## src/rtl/occ_pkg.sv

```systemverilog
package occ_pkg;

    typedef enum logic [1:0] {
        LIM_REGS   = 2'd0,
        LIM_WARPS  = 2'd1,
        LIM_BLOCKS = 2'd2,
        LIM_NONE   = 2'd3
    } lim_e;

    typedef enum logic [2:0] {
        PH_IDLE = 3'd0,
        PH_WDIV = 3'd1,
        PH_RDIV = 3'd2,
        PH_PICK = 3'd3,
        PH_ODIV = 3'd4
    } phase_e;

endpackage

```

## src/rtl/occ_iter_div.sv

```systemverilog
// Restoring divider, one quotient bit per cycle; result W cycles after go.
module occ_iter_div #(
    parameter int W = 23
) (
    input  logic         clk,
    input  logic         rst_n,
    input  logic         go,
    input  logic [W-1:0] num,
    input  logic [W-1:0] den,
    output logic         busy,
    output logic         done,
    output logic [W-1:0] quo
);
    localparam int CW = $clog2(W + 1);

    typedef struct packed {
        logic          act;
        logic          fin;
        logic [CW-1:0] cnt;
        logic [W:0]    rem;
        logic [W-1:0]  acc;
        logic [W-1:0]  dvs;
    } dstate_t;

    dstate_t q, d;
    logic [W:0] trial;

    always_comb begin
        d     = q;
        d.fin = 1'b0;
        trial = {q.rem[W-1:0], q.acc[W-1]};
        if (go && !q.act) begin
            d.act = 1'b1;
            d.cnt = CW'(W - 1);
            d.rem = '0;
            d.acc = num;
            d.dvs = den;
        end else if (q.act) begin
            if (trial >= {1'b0, q.dvs}) begin
                d.rem = trial - {1'b0, q.dvs};
                d.acc = {q.acc[W-2:0], 1'b1};
            end else begin
                d.rem = trial;
                d.acc = {q.acc[W-2:0], 1'b0};
            end
            if (q.cnt == '0) begin
                d.act = 1'b0;
                d.fin = 1'b1;
            end else begin
                d.cnt = q.cnt - 1'b1;
            end
        end
    end

    always_ff @(posedge clk or negedge rst_n) begin
        if (!rst_n) q <= '0;
        else        q <= d;
    end

    assign busy = q.act;
    assign done = q.fin;
    assign quo  = q.acc;

    // the sequencer never restarts a running division
    a_r3_no_restart: assert property (@(posedge clk) disable iff (!rst_n)
        go |-> !q.act);
    // a zero divisor never reaches the divider
    a_r6_den_nonzero: assert property (@(posedge clk) disable iff (!rst_n)
        go |-> (den != '0));
    // a partial remainder stays below the divisor
    a_r6_rem_bound: assert property (@(posedge clk) disable iff (!rst_n)
        q.act |-> (q.rem < {1'b0, q.dvs}));
    // completion drops the busy flag in the same cycle
    a_r8_fin_idle: assert property (@(posedge clk) disable iff (!rst_n)
        q.fin |-> !q.act);

endmodule

```

## src/rtl/occ_front.sv

```systemverilog
// Launch shape: warps per block, registers per block, legality.
module occ_front #(
    parameter int TPB_W   = 11,
    parameter int RPT_W   = 8,
    parameter int WARP_W  = 7,
    parameter int LANE_SH = 5,
    parameter int WPB_W   = 7,
    parameter int RPB_W   = 20
) (
    input  logic [TPB_W-1:0]  thr,
    input  logic [RPT_W-1:0]  rpt,
    input  logic [TPB_W-1:0]  max_thr,
    input  logic [WARP_W-1:0] max_warps,
    output logic [WPB_W-1:0]  wpb,
    output logic [RPB_W-1:0]  rpb,
    output logic              regs_none,
    output logic              bad
);
    localparam int SUM_W = TPB_W + 1;
    localparam logic [SUM_W-1:0] ROUND = SUM_W'((1 << LANE_SH) - 1);

    logic [SUM_W-1:0] padded;

    always_comb begin
        padded    = {1'b0, thr} + ROUND;
        wpb       = WPB_W'(padded >> LANE_SH);
        rpb       = (RPB_W'(rpt) * RPB_W'(wpb)) << LANE_SH;
        regs_none = (rpt == '0);
        bad       = (thr == '0) || (thr > max_thr) || (max_warps == '0);
    end

endmodule

```

## src/rtl/occ_select.sv

```systemverilog
// Minimum of the three ceilings with the tie order regs, warps, blocks.
module occ_select
    import occ_pkg::*;
#(
    parameter int W      = 23,
    parameter int BLK_W  = 6,
    parameter int WARP_W = 7,
    parameter int WPB_W  = 7
) (
    input  logic [W-1:0]      warp_lim,
    input  logic [W-1:0]      reg_lim,
    input  logic              regs_none,
    input  logic [BLK_W-1:0]  blk_cap,
    input  logic [WPB_W-1:0]  wpb,
    output logic [BLK_W-1:0]  blocks,
    output logic [WARP_W-1:0] warps,
    output lim_e              code
);
    logic [W-1:0] blk_w;
    logic [W-1:0] pick;
    logic [W-1:0] prod;

    always_comb begin
        blk_w = W'(blk_cap);
        if (!regs_none && (reg_lim <= warp_lim) && (reg_lim <= blk_w)) begin
            pick = reg_lim;
            code = LIM_REGS;
        end else if (warp_lim <= blk_w) begin
            pick = warp_lim;
            code = LIM_WARPS;
        end else begin
            pick = blk_w;
            code = LIM_BLOCKS;
        end
        prod   = pick * W'(wpb);
        blocks = BLK_W'(pick);
        warps  = WARP_W'(prod);
    end

endmodule

```

## src/rtl/occ_calc.sv

```systemverilog
module occ_calc
    import occ_pkg::*;
#(
    parameter int TPB_W  = 11,
    parameter int RPT_W  = 8,
    parameter int WARP_W = 7,
    parameter int BLK_W  = 6,
    parameter int RF_W   = 17,
    parameter int OCC_W  = 16,
    parameter int LANES  = 32
) (
    input  logic              clk,
    input  logic              rst_n,
    input  logic              start,
    input  logic [TPB_W-1:0]  thr_per_blk,
    input  logic [RPT_W-1:0]  regs_per_thr,
    input  logic [WARP_W-1:0] max_warps,
    input  logic [BLK_W-1:0]  max_blocks,
    input  logic [RF_W-1:0]   rf_size,
    input  logic [TPB_W-1:0]  max_thr_blk,
    output logic              busy,
    output logic              done,
    output logic              launch_bad,
    output logic [BLK_W-1:0]  res_blocks,
    output logic [WARP_W-1:0] res_warps,
    output logic [1:0]        limit_code,
    output logic [OCC_W-1:0]  occupancy
);
    localparam int LANE_SH = $clog2(LANES);
    localparam int WPB_W   = TPB_W + 1 - LANE_SH;
    localparam int RPB_W   = RPT_W + LANE_SH + WPB_W;
    localparam int DIV_A   = (RF_W > RPB_W) ? RF_W : RPB_W;
    localparam int DIV_W   = (DIV_A > WARP_W + OCC_W) ? DIV_A : WARP_W + OCC_W;

    typedef struct packed {
        phase_e            ph;
        logic [RF_W-1:0]   rf;
        logic [WARP_W-1:0] mw;
        logic [BLK_W-1:0]  mb;
        logic [WPB_W-1:0]  wpb;
        logic [RPB_W-1:0]  rpb;
        logic              rnone;
        logic [DIV_W-1:0]  wlim;
        logic [DIV_W-1:0]  rlim;
        logic [BLK_W-1:0]  pblk;
        logic [WARP_W-1:0] pwarp;
        lim_e              pcode;
        logic [BLK_W-1:0]  oblk;
        logic [WARP_W-1:0] owarp;
        lim_e              ocode;
        logic [OCC_W-1:0]  oocc;
        logic              obad;
        logic              done;
    } ctl_t;

    ctl_t q, d;

    logic [WPB_W-1:0]  f_wpb;
    logic [RPB_W-1:0]  f_rpb;
    logic              f_rnone;
    logic              f_bad;
    logic [BLK_W-1:0]  s_blk;
    logic [WARP_W-1:0] s_warp;
    lim_e              s_code;
    logic              div_go;
    logic [DIV_W-1:0]  div_num;
    logic [DIV_W-1:0]  div_den;
    logic              div_busy;
    logic              div_done;
    logic [DIV_W-1:0]  div_quo;

    occ_front #(
        .TPB_W  (TPB_W),
        .RPT_W  (RPT_W),
        .WARP_W (WARP_W),
        .LANE_SH(LANE_SH),
        .WPB_W  (WPB_W),
        .RPB_W  (RPB_W)
    ) u_front (
        .thr      (thr_per_blk),
        .rpt      (regs_per_thr),
        .max_thr  (max_thr_blk),
        .max_warps(max_warps),
        .wpb      (f_wpb),
        .rpb      (f_rpb),
        .regs_none(f_rnone),
        .bad      (f_bad)
    );

    occ_select #(
        .W     (DIV_W),
        .BLK_W (BLK_W),
        .WARP_W(WARP_W),
        .WPB_W (WPB_W)
    ) u_select (
        .warp_lim (q.wlim),
        .reg_lim  (q.rlim),
        .regs_none(q.rnone),
        .blk_cap  (q.mb),
        .wpb      (q.wpb),
        .blocks   (s_blk),
        .warps    (s_warp),
        .code     (s_code)
    );

    occ_iter_div #(
        .W(DIV_W)
    ) u_div (
        .clk  (clk),
        .rst_n(rst_n),
        .go   (div_go),
        .num  (div_num),
        .den  (div_den),
        .busy (div_busy),
        .done (div_done),
        .quo  (div_quo)
    );

    always_comb begin
        d       = q;
        d.done  = 1'b0;
        div_go  = 1'b0;
        div_num = '0;
        div_den = '0;
        unique case (q.ph)
            PH_IDLE: begin
                if (start) begin
                    d.rf    = rf_size;
                    d.mw    = max_warps;
                    d.mb    = max_blocks;
                    d.wpb   = f_wpb;
                    d.rpb   = f_rpb;
                    d.rnone = f_rnone;
                    if (f_bad) begin
                        d.oblk  = '0;
                        d.owarp = '0;
                        d.ocode = LIM_NONE;
                        d.oocc  = '0;
                        d.obad  = 1'b1;
                        d.done  = 1'b1;
                    end else begin
                        div_go  = 1'b1;
                        div_num = DIV_W'(max_warps);
                        div_den = DIV_W'(f_wpb);
                        d.ph    = PH_WDIV;
                    end
                end
            end
            PH_WDIV: begin
                if (div_done) begin
                    d.wlim = div_quo;
                    if (q.rnone) begin
                        d.rlim = '1;
                        d.ph   = PH_PICK;
                    end else begin
                        div_go  = 1'b1;
                        div_num = DIV_W'(q.rf);
                        div_den = DIV_W'(q.rpb);
                        d.ph    = PH_RDIV;
                    end
                end
            end
            PH_RDIV: begin
                if (div_done) begin
                    d.rlim = div_quo;
                    d.ph   = PH_PICK;
                end
            end
            PH_PICK: begin
                d.pblk  = s_blk;
                d.pwarp = s_warp;
                d.pcode = s_code;
                if (s_warp == '0) begin
                    d.oblk  = s_blk;
                    d.owarp = '0;
                    d.ocode = s_code;
                    d.oocc  = '0;
                    d.obad  = 1'b0;
                    d.done  = 1'b1;
                    d.ph    = PH_IDLE;
                end else begin
                    div_go  = 1'b1;
                    div_num = DIV_W'({s_warp, OCC_W'(0)});
                    div_den = DIV_W'(q.mw);
                    d.ph    = PH_ODIV;
                end
            end
            PH_ODIV: begin
                if (div_done) begin
                    d.oblk  = q.pblk;
                    d.owarp = q.pwarp;
                    d.ocode = q.pcode;
                    d.oocc  = ((div_quo >> OCC_W) != '0) ? '1 : div_quo[OCC_W-1:0];
                    d.obad  = 1'b0;
                    d.done  = 1'b1;
                    d.ph    = PH_IDLE;
                end
            end
            default: d.ph = PH_IDLE;
        endcase
    end

    always_ff @(posedge clk or negedge rst_n) begin
        if (!rst_n) begin
            q       <= '0;
            q.ph    <= PH_IDLE;
            q.pcode <= LIM_REGS;
            q.ocode <= LIM_REGS;
        end else begin
            q <= d;
        end
    end

    assign busy       = (q.ph != PH_IDLE);
    assign done       = q.done;
    assign launch_bad = q.obad;
    assign res_blocks = q.oblk;
    assign res_warps  = q.owarp;
    assign limit_code = q.ocode;
    assign occupancy  = q.oocc;

    // done lasts exactly one cycle
    a_r8_done_single: assert property (@(posedge clk) disable iff (!rst_n)
        done |=> !done);
    // results are reported only once the sequencer is idle
    a_r8_done_idle: assert property (@(posedge clk) disable iff (!rst_n)
        done |-> !busy);
    // result ports hold between done pulses
    a_r9_hold: assert property (@(posedge clk) disable iff (!rst_n)
        !done |-> ($stable(res_blocks) && $stable(res_warps)
                   && $stable(limit_code) && $stable(occupancy)));
    // resident blocks never exceed the block-slot ceiling
    a_r4_blocks_cap: assert property (@(posedge clk) disable iff (!rst_n)
        done |-> (res_blocks <= q.mb));
    // resident warps never exceed the warp-slot ceiling
    a_r5_warps_cap: assert property (@(posedge clk) disable iff (!rst_n)
        (done && !launch_bad) |-> (res_warps <= q.mw));
    // a full set of warp slots saturates the fraction
    a_r6_full_sat: assert property (@(posedge clk) disable iff (!rst_n)
        (done && !launch_bad && (res_warps == q.mw)) |-> (occupancy == '1));
    // a rejected launch carries the reject code and no blocks
    a_r7_bad_code: assert property (@(posedge clk) disable iff (!rst_n)
        (done && launch_bad) |-> ((limit_code == 2'd3) && (res_blocks == '0)));
    // the divider is idle whenever the sequencer is idle
    a_r2_div_quiet: assert property (@(posedge clk) disable iff (!rst_n)
        !busy |-> !div_busy);

endmodule

```

## config.mk

```make
export PLATFORM = sky130hd
export DESIGN_NAME = occ_calc
export DESIGN_NICKNAME = d
export VERILOG_FILES = /design/src/rtl/occ_pkg.sv /design/src/rtl/occ_iter_div.sv /design/src/rtl/occ_front.sv /design/src/rtl/occ_select.sv /design/src/rtl/occ_calc.sv
export SDC_FILE = /design/constraint.sdc
export NUM_CORES = 1
export LEC_CHECK = 0
export BUFFER_PORTS_ARGS = -buffer_cell sky130_fd_sc_hd__buf_2
export CORE_ASPECT_RATIO = 1.4
export CORE_MARGIN = 5
export CORE_UTILIZATION = 50
export DETAILED_ROUTE_END_ITERATION = 10
export PLACE_DENSITY = 0.78
export SYNTH_ARGS = -nofsm -noshare
export SYNTH_HDL_FRONTEND = slang
export SYNTH_SLANG_ARGS = --single-unit
export TNS_END_PERCENT = 10
```

## constraint.sdc

```tcl
create_clock -name clk -period 9.4 [get_ports clk]
set_input_delay 1.41 -clock clk [delete_from_list [all_inputs] [get_ports clk]]
set_output_delay 1.41 -clock clk [all_outputs]
set_load 0.05 [all_outputs]
```

==> flow_summary_export.csv <==
group,metric,value,unit
cells_and_area,areaGrowthSynthToFinish,10.3,%
floorplan,pin_count,97,
power,pwr_density_cell,146,mW/mm²
sta,setup_tns,0,ps
drt,drt_iter0_markers,784,
power,intPower,0.00172,W
hold_path,hold_class,"reg2reg",
clock_network,cts_hold_buf,0,
synth,synth_top_cells_by_area,"dfrtp_1 39%, ha_1 10%, nand2_1 7.2%",
place,gp_congestion,0.896,
sta,relSlewSlack,29.4,%
power,p_clk_share,45.0,%
setup_path,cp.arrival,7910,ps
grt,antenna_found_initial,1,
sta,rsz0062_at_grt,"no",
synth,synth_seq_area_share,39.1,%
setup_path,cp.required,9860,ps
grt,grt_max_degree,85,
power,finalPower,0.00230,W
clock_network,clock-root-buffer,"clkbuf_16",
sta,timing.final.crit_period,7440,ps
place,portBuffers,96,
setup_path,cp_max_fo,16,
sta,maxSlewViolCount,0,
drt,drc,0,
power,swShare,25.4,%
synth,synth_edf_count,0,
power,pwr-share-seq,41.7,%
setup_path,path_class,"reg2reg",
job,drv_cap,0,
drt,post_drt_wl_per_cell,18.2,µm
place,dp_cells,1982,
clock_network,path_clk_slew,60,ps
cells_and_area,stdcell_count,2026,
synth,synth_top_area_share,39.1,%
drt,vias,11704,
setup_path,cp-start-kind,"register",
status,outcome,"completed",
floorplan,coreArea,0.0283,mm²
synth,synthCells,1594,
grt,grt_pass1_vias,11673,
clock_network,cts_setup_buffers,0,
synth,syn_avg_cell_area,8.95,µm²
drt,avgViaCountPerCell,5.78,
place,post-dp-hpwl,27.0,mm
sta,fin_crit_sh,79.2,%
power,peakVddDrop,0.0990,mV
sta,setup_violations,0,
floorplan,die_area,0.0321,mm²
floorplan,fp-row-count,73,
power,p_comb_share,13.3,%
sta,hold_violations,0,
synth,ys_dominant_reg_cell,"dfrtp_1",
drt,finalWirelength,36.9,mm
synth,syn_nets,1808,
drt,firstDrtPassIters,6,
synth,yosysUniqueCellTypes,74,
clock_network,clock_sinks,223,
sta,worstMarginPinSlew,1060,ps
clock_network,worstSkewPairLatency,540,ps
sta,clock_skew,10.0,ps
grt,grt_overflow_total,0,
cells_and_area,drive_gt1_share,10.8,%
clock_network,cts_buffers,24,
floorplan,dieWidth,153,µm
drt,antenna_left,0,
synth,netlist_area,0.0143,mm²
clock_network,cts_tree,"built",
synth,ys_async_sr_fraction,100,%
grt,grt_use_total,22.5,%
floorplan,die_h,210,µm
synth,synth_seq_cells,223,
synth,synth_top_cell_by_area,"dfrtp_1",
floorplan,initial_utilization,50.4,%
clock_network,clk_path_buf_depth,3,
power,p_leak,7.76,nW
clock_network,cts_resized,0,
power,switchingPower,0.000585,W
synth,yosysWarningCount,0,
clock_network,h-tree-depth,1,
setup_path,worstSetupEndpointType,"register",
sta,timing.fmax,0.134,GHz
cells_and_area,fin_nets,1847,
grt,grt_pass1_wl,59.3,mm
## state kept, by name, summed over array words and instances, names as in the netlist
| signal | count |
|---|---|
| q | 117 |
| u_div.q | 48 |
| u_div.quo | 23 |
| occupancy | 16 |
| res_warps | 7 |
| res_blocks | 6 |
| limit_code | 2 |
| done | 1 |
| launch_bad | 1 |
| u_div.busy | 1 |
| u_div.done | 1 |
## per-layer routing
layer | GRT usage [%] | part of all wire (%) | up-vias
met5 | 0 | 0 | -
met3 | 2.64 | 4.9 | 114
met1 | 26.4 | 39 | 5744
met4 | 11.7 | 5.2 | 0
li1 | - | - | 5500
met2 | 40.4 | 51 | 346
## through the flow
step	worst slack (ps)	cell area [µm²]	utilization (%)	hold WS, ps
final	1960	15700	55.6	477
after global routing	1440	15700	55.6	500
after CTS	1940	15700	55.5	477
after detailed placement	1910	14900	52.5	462
after global placement	2120	14900	52.5	454
after floorplan	2670	14300	-	439
## cell usage in the layout, fill, tap and decap left out, types with 5 or more instances in the layout
cell       synthesis  final
o21ai_0           93     93
a22oi_1            8      8
fa_1              37     37
buf_4             31     15
o2bb2ai_1         16     16
nand4_1           11     11
or2_2              5      5
a21o_1            12     12
and2_1            40     39
inv_1            132    132
and3_1             8      8
a221oi_1          14     14
bufinv_16          0      5
a22o_1            29     29
nand2b_1          10     10
nor2b_1           26     26
a221o_1           10     10
nand3_1           31     31
nor4_1            15     14
o21bai_1           7      7
nor3_1            14     13
nand2_1          273    272
xnor2_1           35     35
o21a_1             8      8
a211oi_1          14     14
dfrtp_1          223    222
buf_2             10     95
clkbuf_16          0     24
ha_1             114    114
nor2_1           124    124
a21oi_1           98     97
xor2_1            15     15
## cell type report
type | count | area, µm²
flip-flops and latches | 223 | 5580
clock inverters | 13 | 213
multi-input cells | 1141 | 7710
diodes | 1 | 2.50
inverters | 132 | 495
well taps | 375 | 469
clock buffers | 30 | 653
fillers | 2541 | 12600
repair buffers | 111 | 603
## cells in the mapped netlist, drive strengths merged (14+ instances only)
library cell,instances
a22o,29
inv,132
fa,37
nand2,274
dfrtp,223
a21oi,99
and2,40
buf,43
o21ai,98
xor2,16
nor2b,26
nor3,14
clkbuf,55
nor4,16
xnor2,35
nor2,124
a211oi,16
ha,114
o2bb2ai,16
a221oi,14
nand3,32
## final timing paths
path,start,endpoint,slack [ps],depth (start not counted)
worst min register to register,q[100]$_DFFE_PN0P_,q[100]$_DFFE_PN0P_,480,2
worst max-delay path,q[75]$_DFFE_PN0P_,u_div.q[3]$_DFFE_PN0P_,1960,25
max in group asynchronous,rst_n,q[58]$_DFFE_PN0P_,7160,2
worst min-delay path,q[100]$_DFFE_PN0P_,q[100]$_DFFE_PN0P_,480,2
min in group asynchronous,rst_n,u_div.q[66]$_DFFE_PN0P_,800,1
worst max register to register,q[75]$_DFFE_PN0P_,u_div.q[3]$_DFFE_PN0P_,1960,25
## worst max-delay path, cell delays in order (launching register included)
cell	delay, ps
dfrtp_1	400
inv_1	90
ha_1	290
a211oi_1	240
nor2_1	70
o31a_1	230
o41a_1	350
nor3b_4	620
mux2i_1	330
nand2b_1	250
fa_1	530
inv_1	40
ha_1	260
inv_1	50
fa_1	520
inv_1	50
fa_1	480
ha_1	330
a21oi_1	170
xnor2_1	160
xnor2_1	100
xnor2_1	330
xor2_2	220
a21oi_1	790
a22oi_1	230
a21oi_1	200
## kinds of logic after synthesis
kind of cell	count (synthesis)	synth area share, %
flops	223	39.1
simple gates	575	18.3
buf+inv	230	7.01
xor+xnor	51	3.18
fa+ha+maj	151	15.2
compound gates	360	16.9
mux	4	0.290
## power groups by stage
stage | registers, W | logic, W | clock network (W)
floorplan | 0.000978 | 0.000209 | 0
global placement | 0.000977 | 0.000299 | 0
detailed placement | 0.000977 | 0.000308 | 0
CTS | 0.000960 | 0.000311 | 0.00105
global route | 0.000959 | 0.000348 | 0.00109
finish | 0.000960 | 0.000307 | 0.00104
(Power assumes the default switching activity.)
